<file path="src/rtl/emu_step_pkg.sv">
package emu_step_pkg;

    typedef enum logic [1:0] {
        PH_HOST = 2'd0,
        PH_EVAL = 2'd1,
        PH_XCHG = 2'd2,
        PH_STOP = 2'd3
    } phase_e;

    function automatic int slices_for(input int bits, input int lane);
        return (bits + lane - 1) / lane;
    endfunction

    function automatic int cnt_bits(input int n);
        return (n <= 2) ? 1 : $clog2(n);
    endfunction

endpackage

</file>
<file path="src/rtl/emu_phase_ctrl.sv">
module emu_phase_ctrl
    import emu_step_pkg::*;
#(
    parameter int SYNC_CYC = 18,
    parameter int CW       = 5
) (
    input  logic          clk,
    input  logic          rst,
    input  logic          host_rdy_i,
    input  logic          frame_ok_i,
    output phase_e        phase_o,
    output logic [CW-1:0] cnt_o,
    output logic          eval_end_o,
    output logic          xchg_last_o
);
    phase_e        phase_q;
    logic [CW-1:0] cnt_q;

    assign eval_end_o  = (phase_q == PH_EVAL);
    assign xchg_last_o = (phase_q == PH_XCHG) && (cnt_q == CW'(SYNC_CYC - 1));
    assign phase_o     = phase_q;
    assign cnt_o       = cnt_q;

    always_ff @(posedge clk) begin
        if (rst) begin
            phase_q <= PH_HOST;
            cnt_q   <= '0;
        end else begin
            case (phase_q)
                PH_HOST: if (host_rdy_i) phase_q <= PH_EVAL;
                PH_EVAL: begin
                    phase_q <= PH_XCHG;
                    cnt_q   <= '0;
                end
                PH_XCHG: begin
                    if (xchg_last_o) phase_q <= frame_ok_i ? PH_HOST : PH_STOP;
                    else             cnt_q   <= cnt_q + CW'(1);
                end
                default: phase_q <= PH_STOP;
            endcase
        end
    end
endmodule

</file>
<file path="src/rtl/emu_link_tx.sv">
module emu_link_tx #(
    parameter int BND_W  = 624,
    parameter int LINK_W = 98,
    parameter int SLICES = 7
) (
    input  logic              clk,
    input  logic              rst,
    input  logic              load_i,
    input  logic              shift_i,
    input  logic [BND_W-1:0]  bnd_i,
    output logic [LINK_W-1:0] data_o
);
    localparam int PAD_W = SLICES * LINK_W;

    logic [PAD_W-1:0] sreg_q;

    assign data_o = sreg_q[LINK_W-1:0];

    always_ff @(posedge clk) begin
        if (rst)          sreg_q <= '0;
        else if (load_i)  sreg_q <= PAD_W'(bnd_i);
        else if (shift_i) sreg_q <= sreg_q >> LINK_W;
    end
endmodule

</file>
<file path="src/rtl/emu_link_rx.sv">
module emu_link_rx
    import emu_step_pkg::*;
#(
    parameter int BND_W  = 624,
    parameter int LINK_W = 98,
    parameter int SLICES = 7
) (
    input  logic              clk,
    input  logic              rst,
    input  logic              clear_i,
    input  logic              open_i,
    input  logic              vld_i,
    input  logic              sof_i,
    input  logic [LINK_W-1:0] data_i,
    output logic [BND_W-1:0]  shadow_o,
    output logic              frame_ok_o
);
    localparam int PAD_W = SLICES * LINK_W;
    localparam int RW    = cnt_bits(SLICES + 1);

    logic [PAD_W-1:0] asm_q, asm_nxt;
    logic [RW-1:0]    rcnt_q, rcnt_nxt;
    logic             done_q, accept, commit;

    generate
        if (SLICES == 1) begin : g_single
            assign asm_nxt = data_i;
        end else begin : g_multi
            assign asm_nxt = {data_i, asm_q[PAD_W-1:LINK_W]};
        end
    endgenerate

    assign accept     = open_i && vld_i && !done_q && (sof_i || (rcnt_q != '0));
    assign rcnt_nxt   = sof_i ? RW'(1) : rcnt_q + RW'(1);
    assign commit     = accept && (rcnt_nxt == RW'(SLICES));
    assign frame_ok_o = done_q || commit;

    always_ff @(posedge clk) begin
        if (rst) begin
            asm_q    <= '0;
            rcnt_q   <= '0;
            done_q   <= 1'b0;
            shadow_o <= '0;
        end else if (clear_i) begin
            rcnt_q <= '0;
            done_q <= 1'b0;
        end else if (accept) begin
            asm_q  <= asm_nxt;
            rcnt_q <= rcnt_nxt;
            if (commit) begin
                done_q   <= 1'b1;
                shadow_o <= asm_nxt[BND_W-1:0];
            end
        end
    end
endmodule

</file>
<file path="src/rtl/emu_step_seq.sv">
module emu_step_seq
    import emu_step_pkg::*;
#(
    parameter int N_CORE   = 64,
    parameter int BND_W    = 624,
    parameter int LINK_W   = 98,
    parameter int SYNC_CYC = 18
) (
    input  logic              clk,
    input  logic              rst,
    input  logic              host_rdy_i,
    input  logic [N_CORE-1:0] core_req_i,
    input  logic [N_CORE-1:0] done_i,
    input  logic [BND_W-1:0]  bnd_out_i,
    output logic [BND_W-1:0]  bnd_in_o,
    output logic              clk_en_o,
    output logic              sync_phase_o,
    output logic              hif_phase_o,
    output logic              sync_err_o,
    output logic [N_CORE-1:0] stim_o,
    output logic [N_CORE-1:0] ack_o,
    output logic              ack_vld_o,
    output logic [LINK_W-1:0] tx_data_o,
    output logic              tx_vld_o,
    output logic              tx_sof_o,
    input  logic [LINK_W-1:0] rx_data_i,
    input  logic              rx_vld_i,
    input  logic              rx_sof_i
);
    localparam int SLICES = slices_for(BND_W, LINK_W);
    localparam int CW     = cnt_bits(SYNC_CYC);

    phase_e        phase;
    logic [CW-1:0] cnt;
    logic          eval_end, xchg_last, frame_ok, send;

    emu_phase_ctrl #(.SYNC_CYC(SYNC_CYC), .CW(CW)) u_ctrl (
        .clk        (clk),
        .rst        (rst),
        .host_rdy_i (host_rdy_i),
        .frame_ok_i (frame_ok),
        .phase_o    (phase),
        .cnt_o      (cnt),
        .eval_end_o (eval_end),
        .xchg_last_o(xchg_last)
    );

    assign send = (phase == PH_XCHG) && (int'(cnt) < SLICES);

    emu_link_tx #(.BND_W(BND_W), .LINK_W(LINK_W), .SLICES(SLICES)) u_tx (
        .clk    (clk),
        .rst    (rst),
        .load_i (eval_end),
        .shift_i(send),
        .bnd_i  (bnd_out_i),
        .data_o (tx_data_o)
    );

    emu_link_rx #(.BND_W(BND_W), .LINK_W(LINK_W), .SLICES(SLICES)) u_rx (
        .clk       (clk),
        .rst       (rst),
        .clear_i   (eval_end),
        .open_i    (phase == PH_XCHG),
        .vld_i     (rx_vld_i),
        .sof_i     (rx_sof_i),
        .data_i    (rx_data_i),
        .shadow_o  (bnd_in_o),
        .frame_ok_o(frame_ok)
    );

    assign clk_en_o     = (phase == PH_EVAL);
    assign sync_phase_o = (phase == PH_XCHG);
    assign hif_phase_o  = (phase == PH_HOST);
    assign sync_err_o   = (phase == PH_STOP);
    assign tx_vld_o     = send;
    assign tx_sof_o     = send && (cnt == '0);

    always_ff @(posedge clk) begin
        if (rst) begin
            stim_o    <= '0;
            ack_o     <= '0;
            ack_vld_o <= 1'b0;
        end else begin
            ack_vld_o <= xchg_last && frame_ok;
            if (eval_end) ack_o <= done_i;
            if ((phase == PH_HOST) && host_rdy_i) stim_o <= core_req_i;
        end
    end
endmodule

</file>
<file path="config.mk">
export PLATFORM = sky130hd
export DESIGN_NAME = emu_step_seq
export DESIGN_NICKNAME = d
export VERILOG_FILES = /design/src/rtl/emu_step_pkg.sv /design/src/rtl/emu_phase_ctrl.sv /design/src/rtl/emu_link_tx.sv /design/src/rtl/emu_link_rx.sv /design/src/rtl/emu_step_seq.sv
export SDC_FILE = /design/constraint.sdc
export NUM_CORES = 2
export LEC_CHECK = 0
export BUFFER_PORTS_ARGS = -buffer_cell sky130_fd_sc_hd__clkbuf_2
export CORE_AREA = 2 2 658 660
export DETAILED_ROUTE_END_ITERATION = 12
export DIE_AREA = 0 0 660 662
export GPL_ROUTABILITY_DRIVEN = 0
export PLACE_DENSITY_LB_ADDON = 0.15
export SLEW_MARGIN = 20
export SYNTH_ARGS = -nofsm -noshare
export SYNTH_HDL_FRONTEND = slang
export SYNTH_HIERARCHICAL = 1
export SYNTH_SLANG_ARGS = --single-unit
export TNS_END_PERCENT = 1
</file>
<file path="constraint.sdc">
create_clock -name clk -period 6.4 [get_ports clk]
set_clock_uncertainty 0.1 [all_clocks]
set_input_delay 0.96 -clock clk [delete_from_list [all_inputs] [get_ports clk]]
set_output_delay 0.96 -clock clk [all_outputs]
set_load 0.01 [all_outputs]
</file>
# Yosys cells after proc, flatten, opt, wreduce, memory -nomap -nowiden
# Index checks and enable logic that the tools add are counted.
# Widths: inputs -> output; s select.
[op_classes]
n_addsub = 2
order_cmp = 1
eq_ne = 8
n_mux = 9
bitwise_logic = 1
reduce_logical = 23
[ops]
columns = ["op", "n"]
rows = [
  ["$mux 624", 2],
  ["$pmux 5 s2", 1],
  ["$logic_and 1x1->1", 9],
  ["$reduce_and 2->1", 4],
  ["$mux 2", 3],
  ["$ne 2x2->1 const B", 3],
  ["$pmux 2 s3", 1],
  ["$add 5x1->5 const B", 1],
  ["$eq 5x5->1 const B", 1],
  ["$logic_not 5->1", 1],
  ["$lt 5x3->1 const B", 1],
  ["$mux 5", 1],
  ["$eq 2x2->1 const B", 2],
  ["$reduce_bool 2->1", 2],
  ["$add 3x1->3 const B", 1],
  ["$eq 3x3->1 const B", 1],
  ["$mux 3", 1],
  ["$reduce_and 3->1", 1],
  ["$reduce_bool 3->1", 1],
  ["$eq 2x1->1 const B", 1],
  ["$logic_not 2->1", 1],
  ["$logic_or 1x1->1", 2],
  ["$reduce_or 2->1", 1],
  ["$logic_not 1->1", 1],
  ["$not 1->1", 1],
]
[word_totals]
register_bits = 2074
inputBits = 855
wordCells = 54

# Logic depth before layout (Yosys ltp)
[depth]
ltp_word = 9
depth_mapped = 9
ltp_nobuf = 6

# By module
# Netlist, hierarchy kept.
[by_module_without_submodules]
columns = ["module", "n_inst", "cells_each", "area_per_inst_um2"]
rows = [
  ["emu_link_rx", 1, 4049, 46539.6],
  ["emu_link_tx", 1, 2872, 29195.5],
  ["emu_step_seq", 1, 494, 5265.0],
  ["emu_phase_ctrl", 1, 45, 386.6],
]

# Worst setup path after synthesis
# No wires, ideal clock.
[synth_timing]
path_type = "input to register"
startpoint = "input port rx_sof_i"
endpoint = "register u_rx.shadow_o[432]"
arrival_ps = 2131
setup_slack_ps = 4048
stages = 7
n_path_buf = 4
cell_sequence = "or3b_1 -> clkbuf_1 -> and4_1 -> buf_6 -> buf_6 -> buf_6 -> mux2i_1"
[synth_between]
elab_chain_len = 4
word_cells_on_any_way = 6
[synth_lines]
columns = ["element", "line_no", "rtl"]
rows = [
  ["from (decl)", "emu_step_seq.sv:28", "input logic rx_sof_i"],
  ["$mux 3 / $logic_or 1x1->1 (equally long branches)", "emu_link_rx.sv:34, emu_link_rx.sv:33", ""],
  ["$eq 3x3->1 / $logic_and 1x1->1 (equally long branches)", "emu_link_rx.sv:35, emu_link_rx.sv:33", ""],
  ["$logic_and 1x1->1", "emu_link_rx.sv:35", "assign commit = accept && (rcnt_nxt == RW'(SLICES));"],
  ["$reduce_and 3->1 (no source line) (*)", "--", ""],
  ["to (signal assigned)", "emu_link_rx.sv:52", "shadow_o <= asm_nxt[BND_W-1:0];"],
  ["to (decl)", "emu_link_rx.sv:15", "output logic [BND_W-1:0] shadow_o,"],
]
# Mark *: on every way between the ends. The rest lies on a longest branch, timed or not.
# A chain may end at the register's enable or synchronous reset.

# Final worst setup path
[layout_timing]
startpoint = "register u_ctrl.phase_q[1] (netlist: u_ctrl/phase_o[1])"
endpoint = "output port tx_vld_o"
[layout_between]
elab_chain_len = 2
[layout_lines]
columns = ["element", "line_no", "rtl"]
rows = [
  ["from (decl)", "emu_phase_ctrl.sv:16", "phase_e phase_q;"],
  ["from (signal assigned)", "emu_phase_ctrl.sv:36", "if (xchg_last_o) phase_q <= frame_ok_i ? PH_HOST : PH_STOP;"],
  ["$eq 2x2->1", "emu_step_seq.sv:48", "assign send = (phase == PH_XCHG) && (int'(cnt) < SLICES);"],
  ["$logic_and 1x1->1", "emu_step_seq.sv:48", ""],
  ["to (decl)", "emu_step_seq.sv:24", "output logic tx_vld_o,"],
]
# No other way between the ends.

==> results.cfg <==
[worst_setup_path]
critPathTopFamily = compound AO/OA/AOI/OAI gates
slowest_delay_ps = 630
cp-end-kind = output port
cp_cell_sequence = or4b_4 -> a31oi_4 -> clkbuf_2
rr_worst_depth = 6
crit_slowest_cell = a31oi_4
critPathKind = flop to output port
cp.depth = 3
cp_num_buf_inv = 1
worst_ep_arrival_time_ps = 2900
crit_fanout = 11
cp.required_ps = 5340
cp-start-kind = flop

[cells_and_area]
n_fill_cell = 46260
fin_cells = 14760
syn2layout_area_growth_pct = 25.58
fin_nets = 9668
drive_gt1_share_pct = 24.38
fin_util_pct = 23.79

[synthesis]
yosysWarningCount = 6
synth.ff_latch_count = 1976
syn_inst = 7460
avgSynthCellArea_um2 = 10.91
yosysSeqAreaShare_pct = 48.60
synth_nets = 8319
synthesis.area_um2 = 81390
synth_ff_type = dfxtp_1
synthArstFlopShare_pct = 0
yosysUniqueCellTypes = 46
synth-edff-count = 0

[global_routing]
antenna_found_initial = 128
grt_start_max_net_pins = 191
grt_overflow = 0
grt_pass1_vias = 59810
grtUsageTotal_pct = 15.47
grt_first_pass_wirelength_mm = 486.7

[hold_path]
hold_path.class = primary input to flop
whs_path_depth = 3

[drt]
vias = 59110
vias_per_cell = 4.005
drc_errors = 0
drtIter0Drc = 2788
drt-total-wl_mm = 355.7
post_drt_wl_per_cell_um = 24.10
antenna_left = 0
drt-pass1-iter-count = 7

[job]
maxCapViolCount = 0

[sta]
setup_tns_ps = 0
maxSlewViolCount = 0
slew-limit-headroom_pct = 23.50
setup_slack_ps = 2435
fmax_mhz = 252.2
hold_viol = 0
worst_slew_pin_slew_ps = 1147
rsz0062_at_grt = false
setup_viol = 0
fin_crit_sh_pct = 61.95
layout_min_cycle_time_ps = 3965

[die]
coreArea_um2 = 429700
chipWidth_um = 660
initial_core_util_pct = 18.94
die_area_um2 = 436900
die_h_um = 662
design.portCount = 1712
rows = 241

[cts]
worstSkewPairLatency_ps = 980
cts_tree = done
cts_sinks = 1976
cts_buffers = 245
cts_resized = 0
clk_path_buf_depth = 4
cts.clk_slew.worst_paths_ps = 60
h-tree-depth = 4
cts_root_buffer = clkbuf_16

[power]
p_leak_nw = 40.88
design_power_total_w = 0.03137
worst_ir_drop_vdd_mv = 0.2625
power.density_nw_per_um2 = 306.9

[placed_design]
dp_hpwl_mm = 267.4
numPortBuffers = 1711
place_inst = 14270
post-place-ws_ps = 2557

[outcome]
status = finished, final reports clean
## report_power, final
group	total (W)	switching [W]	internal [W]
clock	0.0144	0.00590	0.00851
combinational	0.00354	0.00201	0.00153
sequential	0.0134	0.000476	0.0129
total	0.0314	0.00839	0.0230
## cell families (layout without fill, tap and decap cells)
kind of cell,Yosys count,count (layout),share of synthesized area [%]
fa+ha+maj,4,4,0.06150
simple gates,2270,2270,17.30
flops,1976,1976,48.60
buf+inv,700,2247,5.470
xor+xnor,1,1,0.01076
mux,1866,1866,22.95
other cells,0,43,0
compound gates,643,643,5.608
## Yosys cell counts (3+ instances only)
cell	n	area, µm²
buf_2	69	345.3
a211oi_1	526	3949
dfxtp_1	1976	39560
nor2b_1	528	3303
a31oi_1	3	18.77
clkbuf_1	351	1318
o211ai_1	4	30.03
nand2_1	101	379.1
nand2b_1	1441	9015
or3_1	4	25.02
nand3_1	4	20.02
or3b_1	99	867.1
mux2i_1	1866	18680
nor2_1	69	259.0
buf_1	3	11.26
buf_4	166	1246
buf_12	39	780.8
ha_1	4	50.05
inv_1	6	22.52
buf_6	63	709.4
a21oi_1	105	525.5
## through the flow
| stage | hold WS (ps) | area [µm²] |
|---|---|---|
| 3_3_place_gp | 359.3 | 93730 |
| 2_1_floorplan | 361.1 | 81390 |
| 6_report | 133.7 | 102200 |
| 5_1_grt | 52.91 | 102200 |
| 4_1_cts | 3.976 | 102100 |
| 3_5_place_dp | 361.1 | 93730 |
## layout by cell type (no fill, tap or decap), types with 2 or more instances in the layout
master,Yosys,layout
or4_1,2,2
o211ai_1,4,4
nor2b_1,528,528
buf_4,166,49
inv_16,0,4
a21oi_1,105,105
or3b_1,99,99
inv_1,6,5
dfxtp_1,1976,1976
nand4_1,2,2
bufinv_16,0,15
diode_2,0,43
clkbuf_16,0,245
clkinv_16,0,5
clkinv_2,0,33
nand2_1,101,101
clkbuf_8,0,75
nor2_1,69,69
clkinvlp_4,0,4
dlygate4sd3_1,0,3
clkinv_4,0,5
inv_6,0,2
o21ai_0,2,2
nand2b_1,1441,1441
nor4b_1,2,2
clkbuf_2,0,1710
or3_1,4,3
nor3b_1,2,2
clkbuf_1,351,55
a211oi_1,526,526
buf_12,39,33
and2b_2,2,2
mux2i_1,1866,1866
a31oi_1,3,3
nand3_1,4,4
inv_8,0,3
ha_1,4,4
## worst reg2reg max path, stage by stage (launching register included)
cell      delay [ps]
dfxtp_1          540
nand2b_1         400
inv_8            210
nor4b_1          460
and4_4           630
buf_12           540
mux2i_1          610
## repair_timing
action / in CTS / in global routing
setup buffers: 0 / 0
endpoints found under the hold margin: 3 / 0
hold buffers: 3 / 0
## flip-flops by register name, summed over array words and instances (netlist names)
register	cells
u_rx/shadow_o	624
u_tx/sreg_q	624
u_rx/asm_q	588
ack_o	64
stim_o	64
u_ctrl/cnt_o	5
u_rx/rcnt_q	3
u_ctrl/phase_o	2
ack_vld_o	1
u_rx/done_q	1
## metal layers
| metal | share of wire (%) | track usage [%] | up-vias |
|---|---|---|---|
| met5 | 0.10 | 0 | - |
| met1 | 42 | 18.88 | 28640 |
| met4 | 3.9 | 5.960 | 58 |
| li1 | - | - | 28300 |
| met3 | 6.7 | 4.323 | 569 |
| met2 | 47 | 25.70 | 1552 |
## final timing paths
path,end,from,slack [ps]
setup / recovery,tx_vld_o,u_ctrl/phase_o[1],2440
hold reg to reg,u_rx/shadow_o[323],u_rx/asm_q[421],320
hold / removal,u_rx/asm_q[635],rx_data_i[47],130
setup reg to reg,u_rx/shadow_o[35],u_ctrl/phase_o[1],2790
## layout make-up
cell class	count	area [µm²]	area share, %
flip-flops and latches	1976	39560	38.70
multi-input cells	4784	37400	36.60
repair buffers	1795	9617	9.409
clock buffers	375	7370	7.210
well taps	5710	7144	6.990
clock inverters	70	964.7	0.9438
diodes	43	107.6	0.1053
inverters	7	41.29	0.04040
(Power assumes the default switching activity.)
